==> config.mk <==
export PLATFORM = sky130hd
export DESIGN_NAME = win2x2_raster
export DESIGN_NICKNAME = d
export VERILOG_FILES = /design/src/rtl/win_pkg.sv /design/src/rtl/win_pos_track.sv /design/src/rtl/win_delay_line.sv /design/src/rtl/win_out_stage.sv /design/src/rtl/win2x2_raster.sv
export SDC_FILE = /design/constraint.sdc
export NUM_CORES = 1
export LEC_CHECK = 0
export BUFFER_PORTS_ARGS = -buffer_cell sky130_fd_sc_hd__buf_2
export CORE_UTILIZATION = 62
export CTS_CLUSTER_DIAMETER = 200
export DETAILED_ROUTE_END_ITERATION = 10
export PLACE_DENSITY = 0.81
export SYNTH_ARGS = -nofsm -noshare
export SYNTH_HDL_FRONTEND = slang
export SYNTH_SLANG_ARGS = --single-unit
==> constraint.sdc <==
create_clock -name clk -period 1.7 [get_ports clk]
set_input_delay 0 -clock clk [delete_from_list [all_inputs] [get_ports clk]]
set_output_delay 0 -clock clk [all_outputs]
set_load 0.005 [all_outputs]
==> src/rtl/win_pkg.sv <==
package win_pkg;

  // Counter width that stays legal when the count is 1.
  function automatic int unsigned cnt_w(input int unsigned n);
    return (n > 1) ? $clog2(n) : 1;
  endfunction

endpackage

==> src/rtl/win_pos_track.sv <==
module win_pos_track #(
  parameter int unsigned IMG_W = 64,
  parameter int unsigned IMG_H = 48
) (
  input  logic clk,
  input  logic rst_n,
  input  logic adv,
  input  logic sof,
  output logic win_ok
);
  import win_pkg::*;

  localparam int unsigned COL_W = cnt_w(IMG_W);
  localparam int unsigned ROW_W = cnt_w(IMG_H);
  localparam logic [COL_W-1:0] COL_LAST = COL_W'(IMG_W - 1);
  localparam logic [ROW_W-1:0] ROW_LAST = ROW_W'(IMG_H - 1);

  logic [COL_W-1:0] col_q, col_d, col_eff;
  logic [ROW_W-1:0] row_q, row_d, row_eff;

  // Position of the pixel on the input this cycle.
  always_comb begin
    col_eff = sof ? '0 : col_q;
    row_eff = sof ? '0 : row_q;
    win_ok  = (col_eff != '0) && (row_eff != '0);
  end

  // Position of the next pixel.
  always_comb begin
    col_d = col_q;
    row_d = row_q;
    if (adv) begin
      if (col_eff == COL_LAST) begin
        col_d = '0;
        row_d = (row_eff == ROW_LAST) ? '0 : row_eff + ROW_W'(1);
      end else begin
        col_d = col_eff + COL_W'(1);
        row_d = row_eff;
      end
    end
  end

  always_ff @(posedge clk or negedge rst_n) begin
    if (!rst_n) begin
      col_q <= '0;
      row_q <= '0;
    end else if (adv) begin
      col_q <= col_d;
      row_q <= row_d;
    end
  end

  p_col_bound_r7: assert property (@(posedge clk) disable iff (!rst_n)
    col_q <= COL_LAST);

  p_row_bound_r9: assert property (@(posedge clk) disable iff (!rst_n)
    row_q <= ROW_LAST);

  p_sof_restart_r10: assert property (@(posedge clk) disable iff (!rst_n)
    (adv && sof && (IMG_W > 1)) |=> (col_q == COL_W'(1) && row_q == '0));

  p_stall_pos_r8: assert property (@(posedge clk) disable iff (!rst_n)
    !adv |=> ($stable(col_q) && $stable(row_q)));

endmodule

==> src/rtl/win_delay_line.sv <==
module win_delay_line #(
  parameter int unsigned PIX_W = 8,
  parameter int unsigned IMG_W = 64
) (
  input  logic             clk,
  input  logic             rst_n,
  input  logic             en,
  input  logic [PIX_W-1:0] din,
  output logic [PIX_W-1:0] tap_left,
  output logic [PIX_W-1:0] tap_up,
  output logic [PIX_W-1:0] tap_upleft
);

  localparam int unsigned DEPTH = IMG_W + 1;

  // stage k holds the sample accepted k+1 pixels ago
  logic [PIX_W-1:0] stg_q [DEPTH];
  logic [PIX_W-1:0] stg_d [DEPTH];

  for (genvar k = 0; k < DEPTH; k++) begin : g_stage
    if (k == 0) begin : g_head
      always_comb stg_d[k] = din;
    end else begin : g_body
      always_comb stg_d[k] = stg_q[k-1];
    end

    always_ff @(posedge clk or negedge rst_n) begin
      if (!rst_n)  stg_q[k] <= '0;
      else if (en) stg_q[k] <= stg_d[k];
    end
  end

  assign tap_left   = stg_q[0];
  assign tap_up     = stg_q[IMG_W-1];
  assign tap_upleft = stg_q[IMG_W];

  p_hold_taps_r8: assert property (@(posedge clk) disable iff (!rst_n)
    !en |=> ($stable(tap_left) && $stable(tap_up) && $stable(tap_upleft)));

endmodule

==> src/rtl/win_out_stage.sv <==
module win_out_stage #(
  parameter int unsigned PIX_W = 8
) (
  input  logic             clk,
  input  logic             rst_n,
  input  logic             load,
  input  logic             ok,
  input  logic [PIX_W-1:0] cur_i,
  input  logic [PIX_W-1:0] left_i,
  input  logic [PIX_W-1:0] up_i,
  input  logic [PIX_W-1:0] ul_i,
  output logic             vld_o,
  output logic [PIX_W-1:0] cur_o,
  output logic [PIX_W-1:0] left_o,
  output logic [PIX_W-1:0] up_o,
  output logic [PIX_W-1:0] ul_o
);

  logic vld_d;

  always_comb vld_d = load && ok;

  always_ff @(posedge clk or negedge rst_n) begin
    if (!rst_n) vld_o <= 1'b0;
    else        vld_o <= vld_d;
  end

  always_ff @(posedge clk or negedge rst_n) begin
    if (!rst_n) begin
      cur_o  <= '0;
      left_o <= '0;
      up_o   <= '0;
      ul_o   <= '0;
    end else if (load) begin
      cur_o  <= cur_i;
      left_o <= left_i;
      up_o   <= up_i;
      ul_o   <= ul_i;
    end
  end

endmodule

==> src/rtl/win2x2_raster.sv <==
module win2x2_raster #(
  parameter int unsigned PIX_W = 8,
  parameter int unsigned IMG_W = 64,
  parameter int unsigned IMG_H = 48
) (
  input  logic             clk,
  input  logic             rst_n,
  input  logic             pix_vld,
  input  logic             pix_sof,
  input  logic [PIX_W-1:0] pix_in,
  output logic             win_vld,
  output logic [PIX_W-1:0] win_cur,
  output logic [PIX_W-1:0] win_left,
  output logic [PIX_W-1:0] win_up,
  output logic [PIX_W-1:0] win_upleft
);

  logic             win_ok;
  logic [PIX_W-1:0] tap_left, tap_up, tap_ul;

  win_pos_track #(.IMG_W(IMG_W), .IMG_H(IMG_H)) u_track (
    .clk    (clk),
    .rst_n  (rst_n),
    .adv    (pix_vld),
    .sof    (pix_sof),
    .win_ok (win_ok)
  );

  win_delay_line #(.PIX_W(PIX_W), .IMG_W(IMG_W)) u_dline (
    .clk        (clk),
    .rst_n      (rst_n),
    .en         (pix_vld),
    .din        (pix_in),
    .tap_left   (tap_left),
    .tap_up     (tap_up),
    .tap_upleft (tap_ul)
  );

  win_out_stage #(.PIX_W(PIX_W)) u_out (
    .clk    (clk),
    .rst_n  (rst_n),
    .load   (pix_vld),
    .ok     (win_ok),
    .cur_i  (pix_in),
    .left_i (tap_left),
    .up_i   (tap_up),
    .ul_i   (tap_ul),
    .vld_o  (win_vld),
    .cur_o  (win_cur),
    .left_o (win_left),
    .up_o   (win_up),
    .ul_o   (win_upleft)
  );

  p_cur_latency_r2: assert property (@(posedge clk) disable iff (!rst_n)
    pix_vld |=> (win_cur == $past(pix_in)));

  p_left_chain_r3: assert property (@(posedge clk) disable iff (!rst_n)
    (pix_vld && $past(pix_vld)) |=> (win_left == $past(pix_in, 2)));

  p_idle_quiet_r8: assert property (@(posedge clk) disable iff (!rst_n)
    !pix_vld |=> (!win_vld && $stable(win_cur) && $stable(win_left)));

  p_sof_invalid_r10: assert property (@(posedge clk) disable iff (!rst_n)
    (pix_vld && pix_sof) |=> !win_vld);

endmodule

==> results.json, run 1 <==
{
  "cts_tree": "yes",
  "final_cell_area_um2": 23040,
  "cts_made_buffers": 52,
  "fin_skew_ns": 0.01647,
  "antenna_left": 0,
  "drt_first_iter_violations": 385,
  "dpl_cell_area_um2": 21250,
  "ys_types": 39,
  "start_util_pct": 62.77,
  "r2r_start": "u_track.row_q[0]$_DFFE_PN0P_",
  "synth_flop_cell": "dfrtp_1",
  "die_w_um": 183.3,
  "cp_max_fo": 7,
  "crit_start": "u_track.row_q[0]$_DFFE_PN0P_",
  "numPortBuffers": 44,
  "ys_top_cells_by_area": "dfrtp_1 66%, mux2_2 29%, buf_2 1.5%, buf_4 0.59%, nand2_1 0.17%",
  "overflow": 0,
  "hold_slack_ns": 0.1567,
  "die_h_um": 183.3,
  "path_clk_slew_ns": 0.06,
  "fin_util_pct": 71.00,
  "antennaDiodeCount": 0,
  "grt_use_total_pct": 18.27,
  "vias_per_cell": 5.482,
  "relSlewSlack_pct": 71.80,
  "leakage_nw": 11.31,
  "arrival_ns": 2.07,
  "insertion_delay_ns": 0.56,
  "synth_edf_count": 0,
  "worst-slew-pin-transition_ns": 0.4124,
  "dr.pass1.iters": 5,
  "final_cell_mix": "541 x dfrtp_1, 529 x mux2_2, 54 x clkbuf_16",
  "synth_nets": 1227,
  "final_cells": 1763,
  "required_ns": 2.20,
  "synth_top_area_share_pct": 66.46,
  "ys_ff_latch": 541,
  "vias": 9665,
  "ir_worst_vdd_v": 0.001026,
  "drc": 0,
  "drive_above_1_share_pct": 52.46,
  "power.density_nw_per_um2": 1350,
  "ctsResizeCount": 0,
  "core_um2": 32450,
  "r2r_cells": 5,
  "rr_endpoint": "u_track.row_q[1]$_DFFE_PN0P_",
  "wl_mm": 28.60,
  "rsz0062_at_grt": "no",
  "internal_power_w": 0.02411,
  "seq_area_frac_synth_pct": 66.46,
  "rows": 66,
  "comb_power_share_pct": 11.0,
  "critical_path_class": "reg -> reg",
  "hold_path.class": "in -> async",
  "switching_share_pct": 22.51,
  "setup_tns_ns": 0,
  "finalSetupViolCount": 0,
  "grt_pass1_wl_mm": 50.24,
  "routedWlPerCell_um": 16.22,
  "fin_crit_ns": 1.572,
  "grt_max_degree": 78,
  "crit_path_end": "u_track.row_q[1]$_DFFE_PN0P_",
  "synth_area_leader_cell": "dfrtp_1",
  "syn_inst": 1214,
  "cts.sinks": 541,
  "pin_count": 45,
  "status": "finished clean",
  "r2r_slack_ns": 0.13,
  "area_growth_pct": 13.13,
  "switchingPower_w": 0.007006,
  "finalHoldViolations": 0,
  "drv_slew": 0,
  "layout_commonest_cell": "dfrtp_1",
  "post_cts_buffers": 0,
  "p_seq_share_pct": 53.3,
  "dp_hpwl_mm": 16.54,
  "post-place-cells": 1662,
  "gp_congestion": 0.7289,
  "cp-end-kind": "flop",
  "min_period_over_period_pct": 92.45,
  "synthArstFlopShare_pct": 100.0,
  "worstSetupStartpointType": "flop",
  "clk_path_buf_depth": 3,
  "cts_root_buf": "clkbuf_16",
  "syn_area_um2": 20370,
  "clkPwrFrac_pct": 35.7,
  "max_freq_ghz": 0.6363,
  "synth_warnings": 0,
  "die_area_um2": 33580,
  "antenna_found_initial": 0,
  "holdBufCountCts": 12,
  "postSynthAreaPerCell_um2": 16.78,
  "final_nets": 1299,
  "max_cap_viol_count": 0,
  "htree_levels": 2,
  "grt_pass1_vias": 10330
}
-- synth_stat cells (3+ instances only) --
master and number:
nor2b_1 3, dfrtp_1 541, nand4_1 3, inv_1 4, buf_4 16, mux2_2 529, nor3_1 3, nand3_1 3
nand2_1 9, nor2_1 3, buf_2 62
-- final cells by class --
cell class,instances,area [um^2]
Clock buffer,77,1518
Clock inverter,12,146.4
Fill cell,2020,9410
Inverter,5,18.77
Multi-Input combinational cell,589,6379
Sequential cell,541,13540
Tap cell,442,553.0
Timing Repair Buffer,97,890.9
-- metrics by stage --
stage          setup WS [ns]  power (W)
2_1_floorplan         0.2885    0.01905
3_3_place_gp          0.2388    0.01980
3_5_place_dp          0.1581    0.02018
4_1_cts               0.1289    0.03153
5_1_grt              0.01280    0.03261
6_report              0.1284    0.03112
-- state kept, by name, summed over array words and instances, names as in the netlist --
signal,cells
u_track.col_q,6
u_out.vld_o,1
u_out.ul_o,8
u_track.row_q,6
u_dline.tap_left,8
u_dline.tap_up,8
u_out.up_o,8
u_dline.stg_d,496
-- power groups by stage --
| stage | Sequential [W] | Combinational [W] | Clock, W |
|---|---|---|---|
| finish | 0.0166 | 0.00343 | 0.0111 |
| global route | 0.0169 | 0.00378 | 0.0119 |
| CTS | 0.0166 | 0.00351 | 0.0114 |
| detailed placement | 0.0167 | 0.00343 | 0 |
| global placement | 0.0166 | 0.00323 | 0 |
| floorplan | 0.0163 | 0.00276 | 0 |
-- worst min path at each step --
stage / startpoint / endpoint / cells past startpoint
3_3_place_gp: rst_n / u_dline.tap_up[7]$_DFFE_PN0P_ / 1
2_1_floorplan: rst_n / u_dline.stg_d[100]$_DFFE_PN0P_ / 0
4_1_cts: rst_n / u_track.row_q[0]$_DFFE_PN0P_ / 3
3_5_place_dp: rst_n / u_dline.tap_up[7]$_DFFE_PN0P_ / 1
5_1_grt: rst_n / u_track.row_q[0]$_DFFE_PN0P_ / 3
6_report: rst_n / u_dline.stg_d[487]$_DFFE_PN0P_ / 3
-- cells by family after synthesis --
logic type / after synthesis / share of synthesized area (%)
flops: 541 / 66.46
mux: 531 / 29.34
compound gates: 20 / 0.8048
buf+inv: 84 / 2.224
fa+ha+maj: 1 / 0.06142
simple gates: 37 / 1.106
-- routing by layer --
layer / vias up / global-route usage (%) / share of wire (%)
met2: 151 / 29.76 / 49
met5: - / 0 / 0
li1: 4418 / - / -
met4: 0 / 5.567 / 2.0
met3: 49 / 3.594 / 3.8
met1: 5047 / 25.15 / 45
-- worst max-delay path, cell delays in order (launching register included) --
cell,delay (ns)
dfrtp_1,0.45
nand2_1,0.11
ha_1,0.30
nand3b_1,0.07
a2111oi_0,0.43
a211o_1,0.15
Note: power is estimated with default switching activity, not from simulation.
==> inputs of run 2 (changes only) <==
- CTS_BUF_LIST: not set -> sky130_fd_sc_hd__clkbuf_8 sky130_fd_sc_hd__clkbuf_16
==> run 2 against run 1 <==
Non-clock buffer count unchanged. Critical path type unchanged. Via count about the same. Sequential share of layout area unchanged. Critical endpoint unchanged. Register-to-register slack about the same. Maximum frequency increased by 0.12%. Sequential power about the same. Flip-flop and latch count unchanged. Combinational power about the same. Clock-buffer cell count decreased by 15. Die area unchanged. Routed wire length about the same. Worst setup slack improved by 0.0019 ns.
==> results.json, run 2 (same netlist as run 1, synthesis figures left out) <==
{
  "fin_crit_ns": 1.570,
  "r2r_slack_ns": 0.13,
  "finalHoldViolations": 0,
  "antennaDiodeCount": 0,
  "rr_endpoint": "u_track.row_q[1]$_DFFE_PN0P_",
  "final_cells": 1763,
  "grt_use_total_pct": 18.27,
  "routedWlPerCell_um": 16.21,
  "rows": 66,
  "critPathMaxStageDelay_ns": 0.45,
  "required_ns": 2.20,
  "cp-end-kind": "flop",
  "overflow": 0,
  "cp_top_family": "compound AO/OA/AOI/OAI gates",
  "fin_skew_ns": 0.01665,
  "cts_tree": "yes",
  "vias_per_cell": 5.483,
  "die_area_um2": 33580,
  "htree_levels": 2,
  "cts_root_buf": "clkbuf_16",
  "gp_congestion": 0.7289,
  "power.density_nw_per_um2": 1347,
  "wl_mm": 28.59,
  "clk_path_buf_depth": 3,
  "pin_count": 45,
  "max_freq_ghz": 0.6370,
  "r2r_start": "u_track.row_q[0]$_DFFE_PN0P_",
  "final_cell_mix": "541 x dfrtp_1, 529 x mux2_2, 54 x clkbuf_16",
  "nFillCells": 2020,
  "layout_commonest_cell": "dfrtp_1",
  "drv_slew": 0,
  "grt_pass1_vias": 10330,
  "antenna_found_initial": 0,
  "cp_max_fo": 7,
  "post-place-cells": 1662,
  "start_util_pct": 62.77,
  "insertion_delay_ns": 0.56,
  "relSlewSlack_pct": 70.04,
  "path_clk_slew_ns": 0.06,
  "crit_chain": "nand2_1, ha_1, nand3b_1, a2111oi_0, a211o_1",
  "r2r_cells": 5,
  "critical_path_class": "reg -> reg",
  "seq_area_um2": 13540,
  "vias": 9666,
  "grt_max_degree": 78,
  "core_um2": 32450,
  "drt_first_iter_violations": 386,
  "antenna_left": 0,
  "grt_pass1_wl_mm": 50.24,
  "die_h_um": 183.3,
  "cts.sinks": 541,
  "cp_slowest_cell": "dfrtp_1",
  "dr.pass1.iters": 5,
  "multi_input_area_um2": 6379,
  "die_w_um": 183.3,
  "post_cts_buffers": 0,
  "dp_hpwl_mm": 16.54,
  "ir_worst_vdd_v": 0.001026,
  "drive_above_1_share_pct": 52.46,
  "worst-slew-pin-transition_ns": 0.4494,
  "numPortBuffers": 44,
  "path_buf_inv": 0,
  "min_period_over_period_pct": 92.34,
  "final_cell_area_um2": 23040,
  "setup_tns_ns": 0,
  "worstSetupStartpointType": "flop",
  "hold_path.class": "in -> async",
  "rsz0062_at_grt": "no",
  "final_nets": 1299,
  "area_growth_pct": 13.13,
  "drc": 0,
  "cts_made_buffers": 52,
  "fin_util_pct": 71.00,
  "largest_reg_flops": 496,
  "finalSetupViolCount": 0,
  "arrival_ns": 2.07,
  "status": "finished clean",
  "leakage_nw": 11.37,
  "dpl_cell_area_um2": 21250,
  "max_cap_viol_count": 0
}
## run 2: worst max path at each step
stage,cells past startpoint,endpoint,slack [ns],from
after detailed placement,5,u_track.row_q[1]$_DFFE_PN0P_,0.16,u_track.row_q[0]$_DFFE_PN0P_
after global placement,5,u_track.row_q[1]$_DFFE_PN0P_,0.24,u_track.row_q[0]$_DFFE_PN0P_
after floorplan,3,u_out.vld_o$_DFF_PN0_,0.29,u_track.col_q[2]$_DFFE_PN0P_
after global routing,5,u_track.row_q[1]$_DFFE_PN0P_,0.01,u_track.row_q[0]$_DFFE_PN0P_
after CTS,5,u_track.row_q[1]$_DFFE_PN0P_,0.13,u_track.row_q[0]$_DFFE_PN0P_
final,5,u_track.row_q[1]$_DFFE_PN0P_,0.13,u_track.row_q[0]$_DFFE_PN0P_
## run 2: layout make-up
cell class,count,area share [%]
Sequential cell,541,58.75
Tap cell,442,2.400
Clock buffer,62,6.342
Inverter,5,0.08145
Multi-Input combinational cell,589,27.68
Clock inverter,27,0.8796
Timing Repair Buffer,97,3.866
## run 2: routing by layer
layer	global-route usage, %	up-vias	routed length (um)
met5	0	-	0
met4	5.567	0	567
met3	3.594	49	1048
met2	29.76	134	14100
met1	25.15	5063	12870
li1	-	4420	-
## run 2: worst register-to-register path, stage by stage, from the launching register on
cell	delay [ns]
dfrtp_1	0.45
nand2_1	0.11
ha_1	0.30
nand3b_1	0.08
a2111oi_0	0.43
a211o_1	0.15
## run 2: metrics by stage
step	setup slack (ns)	hold WS (ns)	power (W)
after floorplan	0.2885	-0.2956	0.01905
after global placement	0.2388	-0.05592	0.01980
after detailed placement	0.1581	-0.04979	0.02018
after CTS	0.1289	0.1418	0.03145
after global routing	0.01280	0.1677	0.03253
final	0.1303	0.1566	0.03103
## run 2: timing repair
item                       in CTS  in global routing
hold endpoints to repair      576                  0
hold buffers                   12                  0
setup endpoints to repair       0                  0
gates resized for setup         0                  0
## run 2: power by group
part           leakage (nW)  internal, W  switching (W)
sequential             7.16       0.0153        0.00127
combinational          3.33      0.00221        0.00121
clock                 0.883      0.00650        0.00453
